## src/rtl/enpulse_pkg.sv

```systemverilog
package enpulse_pkg;

    localparam int NUM_CH     = 2;
    localparam int CODE_W     = 8;
    localparam int PEND_DEPTH = 4;
    localparam int PEND_W     = $clog2(PEND_DEPTH + 1);
    localparam int TICKS_W    = CODE_W + 1;

    typedef enum logic [1:0] {
        ST_IDLE   = 2'd0,
        ST_ACTIVE = 2'd1,
        ST_GAP    = 2'd2
    } chan_state_t;

    // All-ones width code disables the width cap.
    function automatic logic cap_disabled(input logic [CODE_W-1:0] code);
        return &code;
    endfunction

    // Last tick index (0-based) of a capped pulse: 2W.
    function automatic logic [TICKS_W-1:0] last_tick_idx(input logic [CODE_W-1:0] code);
        return {code, 1'b0};
    endfunction

endpackage

```

## src/rtl/enpulse_tickgen.sv

```systemverilog
module enpulse_tickgen
    import enpulse_pkg::*;
#(
    parameter int IW = CODE_W
) (
    input  logic          clk,
    input  logic          rst,
    input  logic          sample_tick,
    input  logic [IW-1:0] interval,
    output logic          bypass,
    output logic          ti
);
    logic [IW-1:0] div_cnt;
    logic          wrap;

    assign bypass = (interval == '0);
    assign wrap   = (div_cnt >= interval - IW'(1));
    assign ti     = bypass ? sample_tick : (sample_tick && wrap);

    always_ff @(posedge clk) begin
        if (rst || bypass) begin
            div_cnt <= '0;
        end else if (sample_tick) begin
            div_cnt <= wrap ? '0 : div_cnt + IW'(1);
        end
    end

    // a timing tick can only fall on a sample tick
    assert_tick_on_sample_R3: assert property (@(posedge clk) disable iff (rst)
        ti |-> sample_tick);

    // after a divided tick the divider restarts its count
    assert_div_restart_R3: assert property (@(posedge clk) disable iff (rst)
        (ti && !bypass) |=> (div_cnt == '0));

endmodule

```

## src/rtl/enpulse_chan.sv

```systemverilog
module enpulse_chan
    import enpulse_pkg::*;
#(
    parameter int WW    = CODE_W,
    parameter int DEPTH = PEND_DEPTH
) (
    input  logic          clk,
    input  logic          rst,
    input  logic          ti,
    input  logic          bypass,
    input  logic          req,
    input  logic [WW-1:0] width_code,
    output logic          active
);
    localparam int PW = $clog2(DEPTH + 1);
    localparam int CW = WW + 1;

    chan_state_t   state;
    logic [PW-1:0] pend;
    logic [CW-1:0] tick_cnt;
    logic          have_work;
    logic          start;
    logic          uncapped;
    logic          finish;

    assign uncapped  = cap_disabled(width_code);
    assign have_work = (pend != '0) || req;
    assign start     = ((state == ST_IDLE) && have_work && (bypass || ti)) ||
                       ((state == ST_GAP)  && have_work && ti);
    assign finish    = (state == ST_ACTIVE) && ti &&
                       (uncapped ? (pend != '0)
                                 : (tick_cnt >= last_tick_idx(width_code)));
    assign active    = (state == ST_ACTIVE);

    // Pending count: +1 per request, -1 per pulse start, saturating at DEPTH.
    always_ff @(posedge clk) begin
        if (rst) begin
            pend <= '0;
        end else if (start && !req) begin
            pend <= pend - PW'(1);
        end else if (!start && req && (pend != PW'(DEPTH))) begin
            pend <= pend + PW'(1);
        end
    end

    always_ff @(posedge clk) begin
        if (rst) begin
            state    <= ST_IDLE;
            tick_cnt <= '0;
        end else begin
            case (state)
                ST_IDLE: begin
                    if (start) begin
                        state    <= ST_ACTIVE;
                        tick_cnt <= '0;
                    end
                end
                ST_ACTIVE: begin
                    if (finish) begin
                        state <= ST_GAP;
                    end else if (ti && (tick_cnt != '1)) begin
                        tick_cnt <= tick_cnt + CW'(1);
                    end
                end
                ST_GAP: begin
                    if (ti) begin
                        state    <= start ? ST_ACTIVE : ST_IDLE;
                        tick_cnt <= '0;
                    end
                end
                default: state <= ST_IDLE;
            endcase
        end
    end

    // pending count never exceeds its depth
    assert_no_overflow_R7: assert property (@(posedge clk) disable iff (rst)
        pend <= PW'(DEPTH));

    // bypass mode starts an idle channel on the request edge
    assert_bypass_start_R2: assert property (@(posedge clk) disable iff (rst)
        (bypass && (state == ST_IDLE) && req) |=> active);

    // a queued pulse only begins on a tick
    assert_start_on_tick_R3: assert property (@(posedge clk) disable iff (rst)
        $rose(active) |-> $past(ti || bypass));

    // a capped pulse never counts past its last tick
    assert_width_cap_R4: assert property (@(posedge clk) disable iff (rst)
        (active && !uncapped) |-> (tick_cnt <= last_tick_idx(width_code)));

    // the gap holds the output inactive until a tick
    assert_gap_hold_R6: assert property (@(posedge clk) disable iff (rst)
        ((state == ST_GAP) && !ti) |=> !active);

endmodule

```

## src/rtl/enpulse_limiter.sv

```systemverilog
module enpulse_limiter
    import enpulse_pkg::*;
(
    input  logic              clk,
    input  logic              rst,
    input  logic              sample_tick,
    input  logic              req_real,
    input  logic              req_reactive,
    input  logic [CODE_W-1:0] cfg_width,
    input  logic [CODE_W-1:0] cfg_interval,
    input  logic              cfg_active_high,
    output logic              pulse_real,
    output logic              pulse_reactive
);
    logic              ti;
    logic              bypass;
    logic [NUM_CH-1:0] req_vec;
    logic [NUM_CH-1:0] act_vec;
    logic [NUM_CH-1:0] pin_vec;

    assign req_vec = {req_reactive, req_real};

    enpulse_tickgen #(.IW(CODE_W)) u_tick (
        .clk         (clk),
        .rst         (rst),
        .sample_tick (sample_tick),
        .interval    (cfg_interval),
        .bypass      (bypass),
        .ti          (ti)
    );

    for (genvar c = 0; c < NUM_CH; c++) begin : g_chan
        enpulse_chan #(.WW(CODE_W), .DEPTH(PEND_DEPTH)) u_chan (
            .clk        (clk),
            .rst        (rst),
            .ti         (ti),
            .bypass     (bypass),
            .req        (req_vec[c]),
            .width_code (cfg_width),
            .active     (act_vec[c])
        );
        assign pin_vec[c] = cfg_active_high ? act_vec[c] : ~act_vec[c];
    end

    assign pulse_real     = pin_vec[0];
    assign pulse_reactive = pin_vec[1];

    // the cycle after reset, no channel is active
    assert_reset_idle_R1: assert property (@(posedge clk)
        $past(rst) |-> (act_vec == '0));

endmodule

```

## config.mk

```make
export PLATFORM = sky130hd
export DESIGN_NAME = enpulse_limiter
export DESIGN_NICKNAME = d
export VERILOG_FILES = /design/src/rtl/enpulse_pkg.sv /design/src/rtl/enpulse_tickgen.sv /design/src/rtl/enpulse_chan.sv /design/src/rtl/enpulse_limiter.sv
export SDC_FILE = /design/constraint.sdc
export NUM_CORES = 1
export LEC_CHECK = 0
export BUFFER_PORTS_ARGS = -buffer_cell sky130_fd_sc_hd__buf_4
export CAP_MARGIN = 0
export CORE_ASPECT_RATIO = 0.9
export CORE_MARGIN = 10
export CORE_UTILIZATION = 54
export CTS_CLUSTER_DIAMETER = 120
export CTS_CLUSTER_SIZE = 8
export DETAILED_ROUTE_END_ITERATION = 16
export PLACE_DENSITY = 0.83
export SYNTH_ARGS = -nofsm -noshare
export SYNTH_HDL_FRONTEND = slang
export SYNTH_SLANG_ARGS = --single-unit
```

## constraint.sdc

```tcl
create_clock -name clk -period 3.3 [get_ports clk]
set_clock_uncertainty 0.1 [all_clocks]
set_input_delay 0.495 -clock clk [delete_from_list [all_inputs] [get_ports clk]]
set_output_delay 0.495 -clock clk [all_outputs]
set_load 0.03 [all_outputs]
```

==> impl_results.md, run 1 <==
* Core ar. at slightly below 0.005 mm²
* Drt wl/cell at approximately 14 µm
* Kind of critical path: in -> reg
* Post_cts resized at 0
* # hold bufs at CTS at 0
* Post-detail-place hpwl at 5120 µm
* Main synth FF type: dfxtp_1
* Synth top area cells: dfxtp_1 26%, ha_1 14%, a21oi_1 5.5%
* Setup-failing EPs final at 0
* Power density over cell area at 311 mW/mm²
* Final min period at 3120 ps
* Placed instance count at 442
* Largest net degree at the start of global routing at 22
* Clock sinks at 36
* Vias in the first global route at between 2000 and 3000
* NumNets Final at 439
* R2r endpoint: g_chan[1].u_chan.pend[2]
* Ant. Diodes at 0
* CP Max Fanout at 2
* Initial Utilization at 56.1%
* Initial antenna violation count at 0
* Static leakage at 1.40 nW
* Root buf cell: clkbuf_8
* Post-CTS Setup Inserts at 0
* PortBufs at 23
* Worst-margin pin slew at 737 ps
* Die extent in y at ~87 µm
* Synthesis-to-layout area growth at 17.1%
* Clk_lat worst skew at roughly 300 ps
* Met1 Routed Length at just under 3000 µm
* Setup crit end kind: flip-flop
* Ratio of cells with drive above 1 in the final layout at approximately 17%
* Hold Crit Class: reg -> reg
* Post-route ant nets at 0
* Total track usage at 16.0%
* Sequential fraction of the synthesis area at 26.4%
* Site Rows at 24
* R2r setup slk at 610 ps
* Met3 wire len at 350 µm
* Reg-to-Reg Start: u_tick.div_cnt[0]
* Via density at about 5.8
* Cells after synthesis at 343
* Clock Path Buffers at 2
* Syn nets at 398
* Setup crit start: cfg_interval[2]
* Die X at 94.9 µm
* Met2 Wirelength at 3040 µm
* Tcrit/Tclk final at 94.6%
* Worst setup SP type: input pin
* Crit path DAT at approximately 3200 ps
* H-tree depth at 2
* Finished Layout Cells at between 400 and 500
* DR top layer: met4
* Post-synth EDFFs at 0
* Rel. slew slack at between 50% and 60%
* Vias at between 2000 and 3000
* CTS clock-pin slew for the worst setup and hold paths at 70 ps
* Fillcell total at 434
* Max_cap viols at 0
* Final setup TNS at 0 ps
* Async S/R FF share, synth at 0%
* Synth Warn # at 0
* First-pass GRT wire length at 10900 µm
* Synth top cells by count: 39 x nor2_1, 36 x dfxtp_1, 36 x inv_1
* Remaining DRCs at 0
* Share of the synthesized area in the top cell type at 26.4%
* Num CTS Buffers at 5
* Initial DRC Count at 182
* R2R cell count at 12
* Critical path endpoint: g_chan[1].u_chan.pend[2]
* Outcome: completed
* Syn Area/Cell at 7.96 µm²
* Die area at 0.00830 mm²
* Post-synth top area cell: dfxtp_1
* Detailed Route WL at 6390 µm
* Max IR drop VDD at around 0.16 mV
* Grt total ovfl at 0
* CTS tree: done
* Critical path required time at 3380 ps
* #FFs+latches synth at 36
* Top-count cell post-synth: nor2_1
* Cell variety after synth at 53
* Cell area after synthesis at 0.00273 mm²
* Max-slew violations at 0
* Final Hold Violating Endpoints at 0
* Drt first pass iters at 5
* I/O Pins at 24
* Gpl congestion at 0.807
* WHS Path Cells at 2
* Fmax at around 320 MHz
-- cells in the final DEF, fill, tap and decap left out, types with 6 or more instances in the layout --
cell	synthesis	routed
nand4_1	10	10
nor2_1	39	38
o21ai_0	8	6
inv_1	36	36
nand3_1	11	11
xnor2_1	8	8
a21oi_1	30	28
nor3_1	8	8
nand2_1	20	20
xor2_1	10	10
buf_4	0	40
nor2b_1	6	6
ha_1	31	31
and3_1	8	8
dfxtp_1	36	36
nand2b_1	6	6
-- flip-flops by register name (all words and copies together), names as in the netlist --
name                    flops
g_chan.u_chan.tick_cnt     18
g_chan.u_chan.pend          6
g_chan.u_chan.state         4
u_tick.div_cnt              8
-- worst max-delay path, stage by stage --
cell and delay (ps):
buf_4 110, nor3_1 260, nor3b_2 260, xnor2_1 140
ha_1 260, a21oi_1 150, o21ai_1 90, nor2_1 160
a21oi_2 90, o211ai_1 270, fa_1 230, inv_1 50
and2_1 130, a2bb2oi_1 150, mux2_2 350
-- layer usage --
metal / track usage, % / vias to the layer above
met5: 0 / -
met4: 5.57 / 0
met3: 3.71 / 5
met2: 27.9 / 64
met1: 18.7 / 1228
li1: - / 1315
-- through the flow --
stage                     setup slack [ps]  power, mW  area [µm²]  util, %  hold slack, ps
after floorplan                       41.8      0.556        2730        -             357
after global placement                25.0      0.607        3080     63.2             373
after detailed placement              -130      0.614        3080     63.2             377
after CTS                              172      0.994        3180     65.4             386
after global routing                 -39.8       1.03        3190     65.7             403
final                                  180      0.992        3190     65.7             383
-- worst min path at each step --
stage | from | to | slack (ps)
after detailed placement | g_chan[1].u_chan.tick_cnt[8] | g_chan[1].u_chan.tick_cnt[8] | 380
after floorplan | g_chan[1].u_chan.tick_cnt[8] | g_chan[1].u_chan.tick_cnt[8] | 360
final | g_chan[1].u_chan.tick_cnt[8] | g_chan[1].u_chan.tick_cnt[8] | 380
after global placement | g_chan[1].u_chan.tick_cnt[1] | g_chan[1].u_chan.tick_cnt[1] | 370
after global routing | g_chan[1].u_chan.tick_cnt[8] | g_chan[1].u_chan.tick_cnt[8] | 400
after CTS | g_chan[1].u_chan.tick_cnt[8] | g_chan[1].u_chan.tick_cnt[8] | 390
-- kinds of logic (layout without fill, tap and decap cells) --
family / Yosys count / count (layout) / synth area share, %
XOR/XNOR: 18 / 18 / 5.78
flip-flops: 36 / 36 / 26.4
AND/OR/NAND/NOR: 126 / 126 / 23.3
buffers and inverters: 42 / 84 / 6.37
multiplexers: 6 / 6 / 2.43
adder cells (fa/ha/maj): 33 / 33 / 15.7
AO/OA/AOI/OAI: 82 / 82 / 20.0
-- where the power goes --
| group | leakage, nW | switching (mW) | total, mW | internal, mW |
|---|---|---|---|---|
| Combinational | 1.05 | 0.0812 | 0.152 | 0.0705 |
| Clock | 0.0552 | 0.162 | 0.386 | 0.224 |
| Sequential | 0.291 | 0.0110 | 0.455 | 0.444 |
| Total | 1.40 | 0.254 | 0.992 | 0.738 |
-- layout make-up --
class / instances / area (µm²) / share of cell area, %
inverters: 36 / 135 / 4.23
flip-flops and latches: 36 / 721 / 22.6
well taps: 65 / 81.3 / 2.55
clock inverters: 2 / 35.0 / 1.10
repair buffers: 40 / 300 / 9.40
multi-input cells: 265 / 1850 / 57.9
clock buffers: 6 / 72.6 / 2.27
No activity file was read; power rests on OpenSTA's default activity.
==> inputs of run 2 (changes only) <==
- CORE_ASPECT_RATIO: 0.9 -> 1.4
==> impl_results.md, run 2 (synthesis results as in run 1) <==
* Outcome: completed
* Remaining DRCs at 0
* Fmax at 319 MHz
* Largest net degree at the start of global routing at 22
* Grt total ovfl at 0
* Most frequent cells in the layout: 38 x nor2_1, 38 x buf_4, 36 x inv_1, 36 x dfxtp_1, 30 x ha_1
* Met1 GRT Util at 15.4%
* Drt wl/cell at 14.8 µm
* Via density at 5.85
* Busiest grt layer: met2
* Post-CTS Setup Inserts at 0
* CTS clock-pin slew for the worst setup and hold paths at about 80 ps
* NumNets Final at 437
* Final Hold Violating Endpoints at 0
* Int Pwr at between 0.6 and 0.7 mW
* Post-route cell area at 0.00316 mm²
* Post-detail-place hpwl at 5390 µm
* Met2 Use GR at 30.0%
* Power density over cell area at 295 mW/mm²
* Tcrit/Tclk final at approximately 95%
* CP Cell Sequence: buf_4 > nor3_1 > nor3b_2 > xnor2_1 > ha_1 > a21oi_1 > o21ai_1 > nor2_1 > a21oi_2 > o211ai_1 > fa_1 > inv_1 > and2_1 > a2bb2oi_1 > mux2_2
* Final min period at around 3100 ps
* Drt first pass iters at 4
* Sw Share at 29.0%
* Clock sinks at 36
* Site Rows at 30
* Detailed Route WL at between 6000 and 7000 µm
* Placement-stage cell area at approximately 0.003 mm²
* Fillcell total at 407
* CP Max Fanout at 3
* Critical path's slowest cell: mux2_2
* Switching pwr at 0.270 mW
* Met3 Usage GRT at between 3 and 4%
* Crit path max-delay family: compound AO/OA/AOI/OAI gates
* # hold bufs at CTS at 0
* Post-route ant nets at 0
* Max reg flops at 18
* Crit path DAT at ~3200 ps
* Max_cap viols at 0
* H-tree depth at 2
* Static leakage at ~1.4 nW
* Root buf cell: clkbuf_8
* Finished Core Util at 64.8%
* Largest Register: g_chan.u_chan.tick_cnt
* PortBufs at 23
* Power share of the combinational group at 15.9%
* Max IR drop VDD at just over 0.2 mV
* CTS tree: done
* Total power at 0.933 mW
* Reg power frac at 48.8%
* Worst setup SP type: input pin
* Synthesis-to-layout area growth at 15.9%
* Die extent in y at roughly 100 µm
* CP max stage delay at between 300 and 400 ps
* Ratio of cells with drive above 1 in the final layout at 16.4%
* Num CTS Buffers at 5
* Setup crit end kind: flip-flop
* Initial antenna violation count at 0
* Unrepaired setup endpoints after global routing: false
* Core ar. at ~0.0049 mm²
* Max-slew violations at 0
* Gpl congestion at 0.832
* Hold Crit Class: reg -> reg
* Critical path required time at 3380 ps
* Clock share of power at approximately a third
* I/O Pins at 24
* Worst-margin pin slew at roughly 590 ps
* Final setup TNS at 0 ps
* First-pass GRT wire length at around 11000 µm
* Setup-failing EPs final at 0
* Kind of critical path: in -> reg
* Ant. Diodes at 0
* Initial DRC Count at 131
* Die X at 80.1 µm
* Total track usage at 16.1%
* Largest registers: g_chan.u_chan.tick_cnt (18), u_tick.div_cnt (8), g_chan.u_chan.pend (6)
* Vias in the first global route at 2632
* CP bufs+invs at 2
* Clock Path Buffers at 2
* Rel. slew slack at 60.5%
* Initial Utilization at 55.9%
* Vias at 2615
* Hold slack at between 400 and 500 ps
* Die area at 0.00834 mm²
* Post_cts resized at 0
* Clk_lat worst skew at 290 ps
## run 2: power by group through the flow
| stage | logic (mW) | clock network (mW) | registers, mW |
|---|---|---|---|
| 3_5_place_dp | 0.146 | 0 | 0.465 |
| 5_1_grt | 0.167 | 0.355 | 0.457 |
| 4_1_cts | 0.148 | 0.335 | 0.455 |
| 2_1_floorplan | 0.0945 | 0 | 0.461 |
| 3_3_place_gp | 0.142 | 0 | 0.464 |
| 6_report | 0.148 | 0.329 | 0.455 |
## run 2: path summary, 6_finish.rpt
| check | from | end | cells past startpoint | slack (ps) |
|---|---|---|---|---|
| setup / recovery | cfg_interval[2] | g_chan[1].u_chan.pend[2] | 15 | 170 |
| hold reg to reg | g_chan[1].u_chan.tick_cnt[8] | g_chan[1].u_chan.tick_cnt[8] | 2 | 400 |
| hold / removal | g_chan[1].u_chan.tick_cnt[8] | g_chan[1].u_chan.tick_cnt[8] | 2 | 400 |
| setup reg to reg | u_tick.div_cnt[0] | g_chan[1].u_chan.pend[2] | 11 | 540 |
## run 2: layout make-up
type / instances / area (µm²) / area share [%]
Clock inverter: 3 / 23.8 / 0.752
Multi-Input combinational cell: 265 / 1850 / 58.4
Inverter: 36 / 135 / 4.27
Clock buffer: 5 / 68.8 / 2.18
Timing Repair Buffer: 38 / 285 / 9.02
Tap cell: 64 / 80.1 / 2.53
Sequential cell: 36 / 721 / 22.8
## run 2: routing by layer
layer	vias up	wire length, µm	part of all wire, %
met1	1236	2600	39
met5	-	0	0
met4	0	248	3.7
li1	1303	-	-
met3	24	200	3.0
met2	52	3570	54
## run 2: metrics by stage
| step | instances | setup slack (ps) |
|---|---|---|
| 6_report | 447 | 169 |
| 5_1_grt | 447 | 3.44 |
| 4_1_cts | 447 | 130 |
| 3_5_place_dp | 439 | -163 |
| 3_3_place_gp | 439 | -20.8 |
| 2_1_floorplan | 343 | 41.8 |
## run 2: worst register-to-register path, delay by kind of cell (launching register included)
kind            cells  cell delay, ps
fa+ha+maj           2             670
buf+inv             2             150
compound gates      5             700
flops               1             480
simple gates        1             200
mux                 1             350
